[src/rtl/ser_tx_framer.sv]
module ser_tx_framer #(
  parameter int OSR = 16
) (
  input  logic       clk,
  input  logic       rst,
  input  logic       tick16,
  input  logic       wr_en,
  input  logic [7:0] wr_data,
  input  logic [1:0] wlen,
  input  logic       stop_long,
  input  logic       par_en,
  input  logic       par_even,
  input  logic       par_stick,
  input  logic       brk,
  input  logic       loop_en,
  output logic       tx,
  output logic       hold_empty,
  output logic       all_empty
);
  localparam int CW = $clog2(2 * OSR);
  localparam logic [CW-1:0] T_BIT  = CW'(OSR - 1);
  localparam logic [CW-1:0] T_HALF = CW'(OSR * 3 / 2 - 1);
  localparam logic [CW-1:0] T_TWO  = CW'(2 * OSR - 1);

  typedef enum logic [1:0] {PH_START, PH_DATA, PH_PAR, PH_STOP} ph_t;

  logic [7:0]    hold_q, shf_q;
  logic          hold_full, busy, par_q;
  ph_t           ph;
  logic [2:0]    bit_q;
  logic [CW-1:0] tcnt;

  wire [2:0]    last_bit = 3'd4 + {1'b0, wlen};
  wire [7:0]    dmask    = 8'hFF >> (2'd3 - wlen);
  wire          par_calc = par_stick ? ~par_even : ((^(hold_q & dmask)) ^ ~par_even);
  wire [CW-1:0] stop_end = !stop_long ? T_BIT : (wlen == 2'd0 ? T_HALF : T_TWO);
  wire [CW-1:0] bit_lim  = (ph == PH_STOP) ? stop_end : T_BIT;
  wire          bit_end  = busy && tick16 && (tcnt == bit_lim);
  wire          load     = hold_full && (!busy || (bit_end && ph == PH_STOP));

  always_ff @(posedge clk) begin
    if (rst) begin
      hold_q    <= '0;
      hold_full <= 1'b0;
      shf_q     <= '0;
      par_q     <= 1'b0;
      busy      <= 1'b0;
      ph        <= PH_START;
      bit_q     <= '0;
      tcnt      <= '0;
    end else begin
      hold_full <= (hold_full && !load) || wr_en;
      if (wr_en) hold_q <= wr_data;
      if (load) begin
        shf_q <= hold_q;
        par_q <= par_calc;
        busy  <= 1'b1;
        ph    <= PH_START;
        bit_q <= '0;
        tcnt  <= '0;
      end else if (busy && tick16) begin
        if (bit_end) begin
          tcnt <= '0;
          unique case (ph)
            PH_START: ph <= PH_DATA;
            PH_DATA: begin
              shf_q <= shf_q >> 1;
              if (bit_q == last_bit) ph <= par_en ? PH_PAR : PH_STOP;
              else bit_q <= bit_q + 3'd1;
            end
            PH_PAR:  ph <= PH_STOP;
            default: busy <= 1'b0;
          endcase
        end else begin
          tcnt <= tcnt + 1'b1;
        end
      end
    end
  end

  logic frame_bit;
  always_comb begin
    unique case (ph)
      PH_START: frame_bit = 1'b0;
      PH_DATA:  frame_bit = shf_q[0];
      PH_PAR:   frame_bit = par_q;
      default:  frame_bit = 1'b1;
    endcase
    if (!busy) frame_bit = 1'b1;
  end

  assign tx         = loop_en ? 1'b1 : (brk ? 1'b0 : frame_bit);
  assign hold_empty = !hold_full;
  assign all_empty  = !hold_full && !busy;
endmodule


[config.mk]
export PLATFORM = sky130hd
export DESIGN_NAME = ser_tx_framer
export DESIGN_NICKNAME = d
export VERILOG_FILES = /design/src/rtl/ser_tx_framer.sv
export SDC_FILE = /design/constraint.sdc
export NUM_CORES = 1
export LEC_CHECK = 0
export BUFFER_PORTS_ARGS = -buffer_cell sky130_fd_sc_hd__buf_2
export CAP_MARGIN = 10
export CORE_AREA = 2 2 52 64
export DETAILED_ROUTE_END_ITERATION = 10
export DIE_AREA = 0 0 54 66
export PLACE_DENSITY = 0.87
export SYNTH_ARGS = -nofsm -noshare
export SYNTH_HDL_FRONTEND = slang
export SYNTH_SLANG_ARGS = --single-unit
[constraint.sdc]
create_clock -name clk -period 2.5 [get_ports clk]
set_clock_uncertainty 0.05 [all_clocks]
set_input_delay 0.625 -clock clk [delete_from_list [all_inputs] [get_ports clk]]
set_output_delay 0.625 -clock clk [all_outputs]
set_load 0.03 [all_outputs]
==> results by group, run 1 <==
Status
  • Status: completed

Power
  • Leakage power: 0.703 nW
  • Maximum resistive drop on vdd: 425 µV
  • Pwr/cell area: roughly 530 nW/µm²

STA
  • Hold Fails Final Rpt: 0
  • Relative slew margins: between 60% and 70%
  • Number of max-slew violations in the final report: 0
  • Final setup violation count: 0
  • Total negative slack: 0 ns
  • Setup repair after global routing missed its margin: no
  • Transition time at the pin with the least slew margin: 0.469 ns
  • Min setup slack post-route: just over 0.2 ns
  • Share of the cycle needed by the critical path after routing: 91.9%
  • Final worst path period need: 2.30 ns
  • Maximum achievable frequency: around 440 MHz
  • Worst hold slack after final layout: 0.434 ns

Synth
  • Post-synthesis sequential area ratio: 36.3%
  • Main area contributors after synthesis: dfxtp_1 36%, mux2i_1 5.6%, nor2_1 5.4%
  • Gate count of the mapped netlist: 170
  • Most common cell in the netlist: dfxtp_1
  • Number of library cell types mapped by synthesis: 47
  • Synth Warn #: 0
  • Share of synthesized registers carrying an async set or reset: 0%
  • Cell accounting for the most synthesized area: dfxtp_1
  • Mean post-synth cell area: roughly 9.4 µm²
  • Combined area of all synthesized cells: 1600 µm²
  • Nets in the synthesized netlist: about 200
  • Number of storage elements in the synthesis netlist: 29
  • EDFF count, synth: 0
  • Commonest cells in the netlist: 29 x dfxtp_1, 23 x nor2_1, 14 x nand2_1
  • Ys flop type: dfxtp_1
  • Proportion of netlist area held by the largest area contributor: 36.3%

CTS
  • Clk Latency, worst-skew pair: between 0.3 and 0.4 ns
  • Inserted Clock Buffers: 5
  • Number of instances resized during post-cts repair: 0
  • Number of buffers added for setup after CTS: 0
  • Clk pin slew, worst setup/hold paths: 0.10 ns
  • H-tree level count: 2
  • CTS tree: yes
  • Number of buffers between clock root and the deepest sink: 2
  • Post-cts hold buffer count: 0
  • Clock sink total: 29
  • Root Buffer: clkbuf_4

Worst setup path
  • Worst-case reg-to-reg path depth: 6
  • CP Max Fanout: 8
  • Endpoint required time on the critical path: 1.82 ns
  • Register-to-register setup slack: about 0.33 ns
  • Path type of the worst setup path: reg -> out
  • Signal arrival time at the worst endpoint: approximately 1.6 ns
  • Endpoint kind of the worst setup timing path: primary output
  • Setup crit start kind: register

Detailed routing
  • Final routed wirelength across all metal layers: 3200 µm
  • Total via count after detailed routing: between 1,000 and 1,500
  • Antenna viol nets, final: 0
  • Iteration count of the initial detailed-routing pass: 4
  • Drc violations: 0
  • Drt initial violations: 36
  • Per-cell routed wire length: 13.8 µm
  • Vias per cell: 5.73

Die
  • Die height: roughly 66 µm
  • Site row count: 22
  • Number of top-level design ports: 23
  • Die width: 54 µm
  • Full die area: 3560 µm²
  • Floorplan Core Area: ~3000 µm²
  • Starting density of the core: 53.7%

Job
  • Count of maximum capacitance violations: 0

Global route
  • Maximum number of pins on one net before global-route repair: 23
  • Wire length of the first global-routing pass: 5330 µm
  • Via count of the first global-routing pass: approximately 1,200
  • Antenna violations before repair: 0
  • Global routing usage summed across all routing layers: between 20% and 30%
  • Congestion Overflow GR: 0

Worst hold path
  • Path category of the worst min-delay check: reg -> reg
  • Hold path depth: 2

Final layout
  • Area Growth Syn to Fin: 13.2%
  • Core occupancy in the finished layout: 60.8%
  • Layout net count: 220
  • Share of layout cells above drive strength 1: around a quarter
  • Antenna diode count: 0

Placement
  • Placer's final routability congestion estimate: 0.840
  • Input/output buffers: 22
  • Post-DP HPWL: 2360 µm
  • Pre-CTS WS: ~0.21 ns
==> kinds of logic after synthesis <==
kind of cell               count (synthesis)  synth area share (%)
adders and majority gates                  5                  3.92
DFF                                       29                  36.3
xor gates and xnor gates                  11                  8.07
AOI/OAI and AO/OA                         29                  17.2
buffers and inverters                     13                  4.15
muxes                                      9                  5.64
and+or+nand+nor                           74                  24.7
==> final timing paths <==
| path | startpoint | endpoint |
|---|---|---|
| worst max-delay path | ph[0]$_SDFFE_PP0P_ | tx |
| worst min-delay path | tcnt[1]$_SDFFE_PP0P_ | tcnt[1]$_SDFFE_PP0P_ |
| worst max register to register | ph[0]$_SDFFE_PP0P_ | shf_q[3]$_SDFFE_PP0P_ |
| worst min register to register | tcnt[1]$_SDFFE_PP0P_ | tcnt[1]$_SDFFE_PP0P_ |
==> through the flow <==
stage | power (mW) | cell area, µm² | cells
after floorplan | 0.596 | 1600 | 170
after global placement | 0.632 | 1740 | 224
after detailed placement | 0.637 | 1740 | 224
after CTS | 0.972 | 1810 | 232
after global routing | 1.01 | 1810 | 232
final | 0.963 | 1810 | 232
==> report_power, final <==
| part | switching (mW) | total, mW | internal [mW] |
|---|---|---|---|
| combinational | 0.0659 | 0.124 | 0.0579 |
| sequential | 0.0198 | 0.502 | 0.482 |
| clock | 0.175 | 0.337 | 0.163 |
| total | 0.260 | 0.963 | 0.703 |
==> final cells by class <==
cell class                 instances  area, µm²
tap                               36       45.0
timing repair buffer              26        140
clock buffer                       7       65.1
fill                             277       1160
multi-input combinational        128        953
inverter                           5       18.8
clock inverter                     1       5.00
sequential                        29        581
==> flip-flops by register name, indices dropped and copies added (netlist names) <==
register   flops
par_q          1
bit_q          3
hold_q         8
ph             2
shf_q          8
tcnt           5
hold_full      1
busy           1
==> routing by layer <==
layer / wire length, µm / GRT usage, % / up-vias
met1: 1420 / 26.3 / 622
met3: 158 / 7.01 / 8
met5: 0 / 0 / -
met4: 77 / 11.3 / 0
li1: - / - / 670
met2: 1550 / 32.2 / 30
==> layout by cell type (no fill, tap or decap), types with 4 or more instances in the layout <==
cell type,count
dfxtp_1,29
inv_1,5
a311oi_1,5
nand3_1,10
nor2_1,23
xor2_1,4
a21oi_1,6
ha_1,4
mux2i_1,9
xnor2_1,5
buf_2,22
clkbuf_4,5
nand2_1,14
buf_4,4
==> critical path: stages, from the launching register on <==
cell	delay [ns]
dfxtp_1	0.36
ha_2	0.27
nand2b_1	0.16
a221oi_1	0.23
o21bai_1	0.09
buf_2	0.18
No activity file was read; power rests on OpenSTA's default activity.
==> inputs of run 2 (changes only) <==
- ABC_AREA: unset -> 1
- PLACE_DENSITY: 0.87 -> 0.88
==> run 2 against run 1 <==
  * Register-to-register slack better by 0.22 ns
  * Synthesized area is 0.94% higher
  * Clock power is 20% lower
  * Maximum frequency is 0.86% higher
  * Sequential power hardly changed
  * Routed wire length is 2.6% higher
  * Critical path type unchanged
  * Critical endpoint unchanged
  * Largest cell class unchanged
==> results by group, run 2 <==
Status
  • Status: completed

Final layout
  • Area Growth Syn to Fin: 11.0%
  • Layout net count: 287
  • Commonest non-fill, non-tap cells in the layout: 56 x nand2_1, 35 x inv_1, 29 x dfxtp_1, 27 x nand3_1, 22 x buf_2
  • Registers with the most flip-flops: hold_q: 8 flops, shf_q: 8 flops, tcnt: 5 flops
  • Final standard cell count with taps included and fillers excluded: roughly 300
  • Share of layout cells above drive strength 1: 16.3%
  • Commonest non-fill, non-tap cell in the layout: nand2_1
  • Antenna diode count: 0

CTS
  • Number of buffers between clock root and the deepest sink: 2
  • Clock sink total: 29
  • Clk pin slew, worst setup/hold paths: 0.09 ns
  • Inserted Clock Buffers: 5
  • CTS tree: yes
  • H-tree level count: 2
  • Number of instances resized during post-cts repair: 0
  • Number of buffers added for setup after CTS: 0
  • Clk Latency, worst-skew pair: 0.33 ns
  • Root Buffer: clkbuf_4
  • Post-cts hold buffer count: 0

Detailed routing
  • Per-cell routed wire length: 11.0 µm
  • Met2 WL: about 1600 µm
  • Total via count after detailed routing: 1,543
  • Highest metal used: met4
  • DRT met1 WL: 1430 µm
  • Drc violations: 0
  • Iteration count of the initial detailed-routing pass: 4
  • Vias per cell: 5.16
  • Met3 wirelength from detailed routing: between 150 and 200 µm
  • Drt initial violations: 55
  • Final routed wirelength across all metal layers: about 3300 µm
  • Antenna viol nets, final: 0

Synth
  • EDFF count, synth: 0
  • Ys flop type: dfxtp_1
  • Most common cell in the netlist: nand2_1
  • Gate count of the mapped netlist: between 200 and 250
  • Nets in the synthesized netlist: 263
  • Combined area of all synthesized cells: 1610 µm²
  • Post-synthesis sequential area ratio: roughly 36%
  • Number of library cell types mapped by synthesis: 31
  • Main area contributors after synthesis: dfxtp_1 36%, nand2_1 13%, nand3_1 8.4%
  • Commonest cells in the netlist: 56 x nand2_1, 35 x inv_1, 29 x dfxtp_1
  • Synth Warn #: 0
  • Cell accounting for the most synthesized area: dfxtp_1
  • Share of synthesized registers carrying an async set or reset: 0%
  • Number of storage elements in the synthesis netlist: 29
  • Mean post-synth cell area: 6.78 µm²
  • Proportion of netlist area held by the largest area contributor: 36.0%

Die
  • Die height: 66 µm
  • Die width: 54 µm
  • Starting density of the core: a little over half
  • Site row count: 22
  • Number of top-level design ports: 23
  • Floorplan Core Area: slightly below 3000 µm²
  • Full die area: around 3600 µm²

Global route
  • Antenna violations before repair: 0
  • Wire length of the first global-routing pass: 5710 µm
  • Congestion Overflow GR: 0
  • Maximum number of pins on one net before global-route repair: 23
  • Via count of the first global-routing pass: 1,450
  • Global routing usage summed across all routing layers: 21.8%

STA
  • Share of the cycle needed by the critical path after routing: between 90 and 100%
  • Total negative slack: 0 ns
  • Hold Fails Final Rpt: 0
  • Final worst path period need: 2.28 ns
  • Maximum achievable frequency: 439 MHz
  • Transition time at the pin with the least slew margin: ~0.38 ns
  • Number of max-slew violations in the final report: 0
  • Final setup violation count: 0
  • Setup repair after global routing missed its margin: no
  • Relative slew margins: 74.6%

Placement
  • Dpl cells: 291
  • Placer's final routability congestion estimate: around 0.81
  • Input/output buffers: 22
  • Post-DP HPWL: ~2500 µm

Worst setup path
  • Endpoint kind of the worst setup timing path: primary output
  • CP Max Fanout: 4
  • Signal arrival time at the worst endpoint: 1.60 ns
  • Crit path largest cell delay: 0.35 ns
  • Crit path cell chain: ha_1, inv_1, nand2_1, a221oi_1, o21bai_1, buf_2
  • Setup crit start kind: register
  • Endpoint required time on the critical path: 1.82 ns
  • Cell with the largest stage delay on the worst path: dfxtp_1
  • Path type of the worst setup path: reg -> out

Power
  • Leakage power: around 0.85 nW
  • Overall power of the completed layout: 0.909 mW
  • Maximum resistive drop on vdd: 400 µV
  • Pwr/cell area: 508 nW/µm²

Job
  • Count of maximum capacitance violations: 0

Worst hold path
  • Path category of the worst min-delay check: reg -> reg
## run 2: changes by cell type in the layout (fill, tap and decap cells not counted), sizes merged, moves of 4 or more
cell,before,now
nand2,14,60
buf,26,22
a311oi,7,0
xor2,5,0
nand3,11,30
o21ai,1,16
nor2,26,20
inv,5,36
a21oi,6,20
mux2i,9,0
## run 2: routing by layer
metal | track usage (%) | vias up
met5 | 0 | -
met4 | 8.13 | 0
met3 | 7.01 | 11
met2 | 38.7 | 34
met1 | 23.3 | 678
li1 | - | 820
## run 2: final cells by class
cell class,count,area (µm²)
Clock buffer,6,41.3
Clock inverter,2,10.0
Fill cell,304,1180
Inverter,37,140
Multi-Input combinational cell,167,863
Sequential cell,29,581
Tap cell,36,45.0
Timing Repair Buffer,22,110
## run 2: per-stage QoR
step | setup WS (ns) | hold slack [ns] | utilization, % | instance area [µm²]
3_5_place_dp | 0.398 | 0.426 | 58.5 | 1740
3_3_place_gp | 0.447 | 0.421 | 58.5 | 1740
4_1_cts | 0.213 | 0.441 | 60.2 | 1790
2_1_floorplan | 0.619 | 0.403 | - | 1610
5_1_grt | 0.0714 | 0.461 | 60.2 | 1790
6_report | 0.222 | 0.443 | 60.2 | 1790
## run 2: logic make-up after synthesis
kind of cell / count (synthesis) / synth area share [%]
and+or+nand+nor: 116 / 32.7
adders and majority gates: 5 / 3.88
buffers and inverters: 42 / 10.5
AOI/OAI and AO/OA: 44 / 15.8
xor gates and xnor gates: 2 / 1.09
DFF: 29 / 36.0
## run 2: critical path, delay by kind of cell (launching register included)
| kind | cells | cell delay, ns |
|---|---|---|
| adders and majority gates | 1 | 0.25 |
| DFF | 1 | 0.35 |
| AOI/OAI and AO/OA | 2 | 0.32 |
| and+or+nand+nor | 1 | 0.06 |
| buffers and inverters | 2 | 0.30 |
## run 2: where the power goes
| group | switching [mW] | internal (mW) |
|---|---|---|
| combinational | 0.0837 | 0.0511 |
| sequential | 0.0202 | 0.483 |
| clock | 0.164 | 0.107 |
## run 2: final timing paths
| check | start | endpoint | slack, ns | depth (start not counted) |
|---|---|---|---|---|
| setup / recovery | ph[0]$_SDFFE_PP0P_ | tx | 0.22 | 6 |
| hold reg to reg | shf_q[7]$_SDFFE_PP0P_ | shf_q[7]$_SDFFE_PP0P_ | 0.44 | 2 |
| setup reg to reg | ph[0]$_SDFFE_PP0P_ | bit_q[0]$_SDFFE_PP0P_ | 0.55 | 10 |
| hold / removal | shf_q[7]$_SDFFE_PP0P_ | shf_q[7]$_SDFFE_PP0P_ | 0.44 | 2 |
==> inputs of run 3 (changes only) <==
- BUFFER_PORTS_ARGS: -buffer_cell sky130_fd_sc_hd__buf_2 -> unset
- CORE_AREA: 2 2 52 64 -> 2 2 51 62
- CTS_BUF_LIST: unset -> sky130_fd_sc_hd__clkbuf_8
- DIE_AREA: 0 0 54 66 -> 0 0 53 64
- DONT_BUFFER_PORTS: unset -> 1
- PLACE_DENSITY: 0.88 -> 0.84
==> run 3 against run 2 <==
  * Die area fell by 4.8%
  * Combinational power shrank 16%
  * Sequential share of layout area grew 0.74 points
  * Critical path depth is the same
  * Setup slack gained 0.066 ns
  * Global-route usage is 2.3 points higher
  * Sequential cell count stayed put
  * Worst hold slack worse by 0.096 ns
  * Cell area fell by 2.2%
  * Register-to-register slack worse by 0.13 ns
  * Largest power group unchanged
  * Largest cell class unchanged
  * Sequential power is essentially flat
  * Routed wire length grew 1.7%
==> results by group, run 3 (synthesis gave the netlist of run 2 again) <==
Status
  • Status: completed

Detailed routing
  • Antenna viol nets, final: 0
  • Iteration count of the initial detailed-routing pass: 4
  • Drt initial violations: 16
  • Total via count after detailed routing: 1,469
  • Final routed wirelength across all metal layers: ~3300 µm
  • Vias per cell: approximately 5.3
  • Drc violations: 0
  • Per-cell routed wire length: roughly 12 µm

Global route
  • Congestion Overflow GR: 0
  • Wire length of the first global-routing pass: 5880 µm
  • Via count of the first global-routing pass: roughly 1,500
  • Global routing usage summed across all routing layers: 24.1%
  • Maximum number of pins on one net before global-route repair: 23
  • Antenna violations before repair: 0

Power
  • Sequential fraction of design power: 45.0%
  • Logic pwr share: 10.2%
  • Pwr/cell area: 639 nW/µm²
  • Maximum resistive drop on vdd: around 540 µV
  • Int Pwr: 0.844 mW
  • Leakage power: a little under 0.8 nW
  • Switching part of the total: 24.6%
  • Overall power of the completed layout: 1.12 mW
  • Power share of the clock group: 44.8%
  • Net switching component of the power: ~0.27 mW

STA
  • Hold Fails Final Rpt: 0
  • Setup repair after global routing missed its margin: no
  • Final setup violation count: 0
  • Number of max-slew violations in the final report: 0
  • Maximum achievable frequency: about 450 MHz
  • Final worst path period need: 2.21 ns
  • Total negative slack: 0 ns
  • Share of the cycle needed by the critical path after routing: 88.5%
  • Relative slew margins: between 60% and 70%
  • Transition time at the pin with the least slew margin: 0.562 ns

CTS
  • Number of buffers between clock root and the deepest sink: 2
  • Clk pin slew, worst setup/hold paths: around 0.06 ns
  • CTS tree: yes
  • Number of instances resized during post-cts repair: 0
  • Clk Latency, worst-skew pair: 0.29 ns
  • Inserted Clock Buffers: 5
  • H-tree level count: 2
  • Number of buffers added for setup after CTS: 0
  • Post-cts hold buffer count: 0
  • Clock sink total: 29
  • Root Buffer: clkbuf_8

Placement
  • Dpl cells: 268
  • Input/output buffers: 0
  • Post-DP HPWL: 2440 µm
  • Post-detailed-placement cell area: 1630 µm²
  • Placer's final routability congestion estimate: 0.786

Final layout
  • Share of layout cells above drive strength 1: around 9%
  • Commonest non-fill, non-tap cells in the layout: 56 x nand2_1, 36 x inv_1, 29 x dfxtp_1, 27 x nand3_1, 19 x nor2_1
  • Final standard cell count with taps included and fillers excluded: between 200 and 300
  • Cell area after layout: 1750 µm²
  • Registers with the most flip-flops: hold_q: 8 flops, shf_q: 8 flops, tcnt: 5 flops
  • Area Growth Syn to Fin: 8.53%
  • Antenna diode count: 0
  • Number of filler instances in the final layout: 256
  • Layout net count: 266
  • Commonest non-fill, non-tap cell in the layout: nand2_1

Worst hold path
  • Path category of the worst min-delay check: in -> reg

Die
  • Die width: 53 µm
  • Floorplan Core Area: 2760 µm²
  • Starting density of the core: between 50% and 60%
  • Die height: 64 µm
  • Site row count: 21
  • Full die area: 3390 µm²
  • Number of top-level design ports: 23

Worst setup path
  • CP Max Fanout: 4
  • Endpoint required time on the critical path: 1.82 ns
  • Endpoint kind of the worst setup timing path: primary output
  • Path type of the worst setup path: reg -> out
  • Signal arrival time at the worst endpoint: 1.54 ns
  • Setup crit start kind: register

Job
  • Count of maximum capacitance violations: 0
==> run 3: final cells by class <==
class / instances / area (µm²) / area share [%]
Multi-Input combinational cell: 167 / 863 / 49.3
Sequential cell: 29 / 581 / 33.2
Inverter: 37 / 140 / 8.01
Clock buffer: 6 / 82.6 / 4.72
Tap cell: 34 / 42.5 / 2.43
Clock inverter: 2 / 33.8 / 1.93
Timing Repair Buffer: 1 / 7.51 / 0.429
==> run 3: worst max-delay path, stage by stage, from the launching register on <==
cell and delay, ns:
dfxtp_1 0.35, ha_1 0.25, inv_1 0.12, nand2_1 0.06
a221oi_1 0.21, o21bai_1 0.09, buf_4 0.17
==> run 3: worst paths after layout <==
check	from	endpoint	slack, ns	depth (start not counted)
setup / recovery	ph[0]$_SDFFE_PP0P_	tx	0.29	6
hold / removal	rst	busy$_SDFFE_PP0P_	0.35	1
setup reg to reg	ph[1]$_SDFFE_PP0P_	bit_q[2]$_SDFFE_PP0P_	0.42	11
hold reg to reg	shf_q[6]$_SDFFE_PP0P_	shf_q[6]$_SDFFE_PP0P_	0.43	2
==> run 3: stage by stage <==
step                      utilization (%)  hold slack [ns]  setup WS [ns]
final                                63.4            0.347          0.288
after global routing                 63.4            0.330         0.0977
after CTS                            63.4            0.329          0.265
after detailed placement             59.2            0.427          0.495
after global placement               59.2            0.417          0.581
after floorplan                         -            0.403          0.619
==> run 3: power groups by stage <==
| stage | logic, mW | registers [mW] | clock network [mW] |
|---|---|---|---|
| final | 0.114 | 0.503 | 0.501 |
| after detailed placement | 0.113 | 0.513 | 0 |
| after global routing | 0.134 | 0.506 | 0.535 |
| after floorplan | 0.101 | 0.507 | 0 |
| after CTS | 0.115 | 0.503 | 0.514 |
| after global placement | 0.110 | 0.513 | 0 |
==> run 3: routing by layer <==
metal  GRT usage [%]  part of all wire, %
met5               0                    0
met4            15.1                  3.4
met3            8.18                  4.5
met1            23.9                   40
met2            41.4                   52
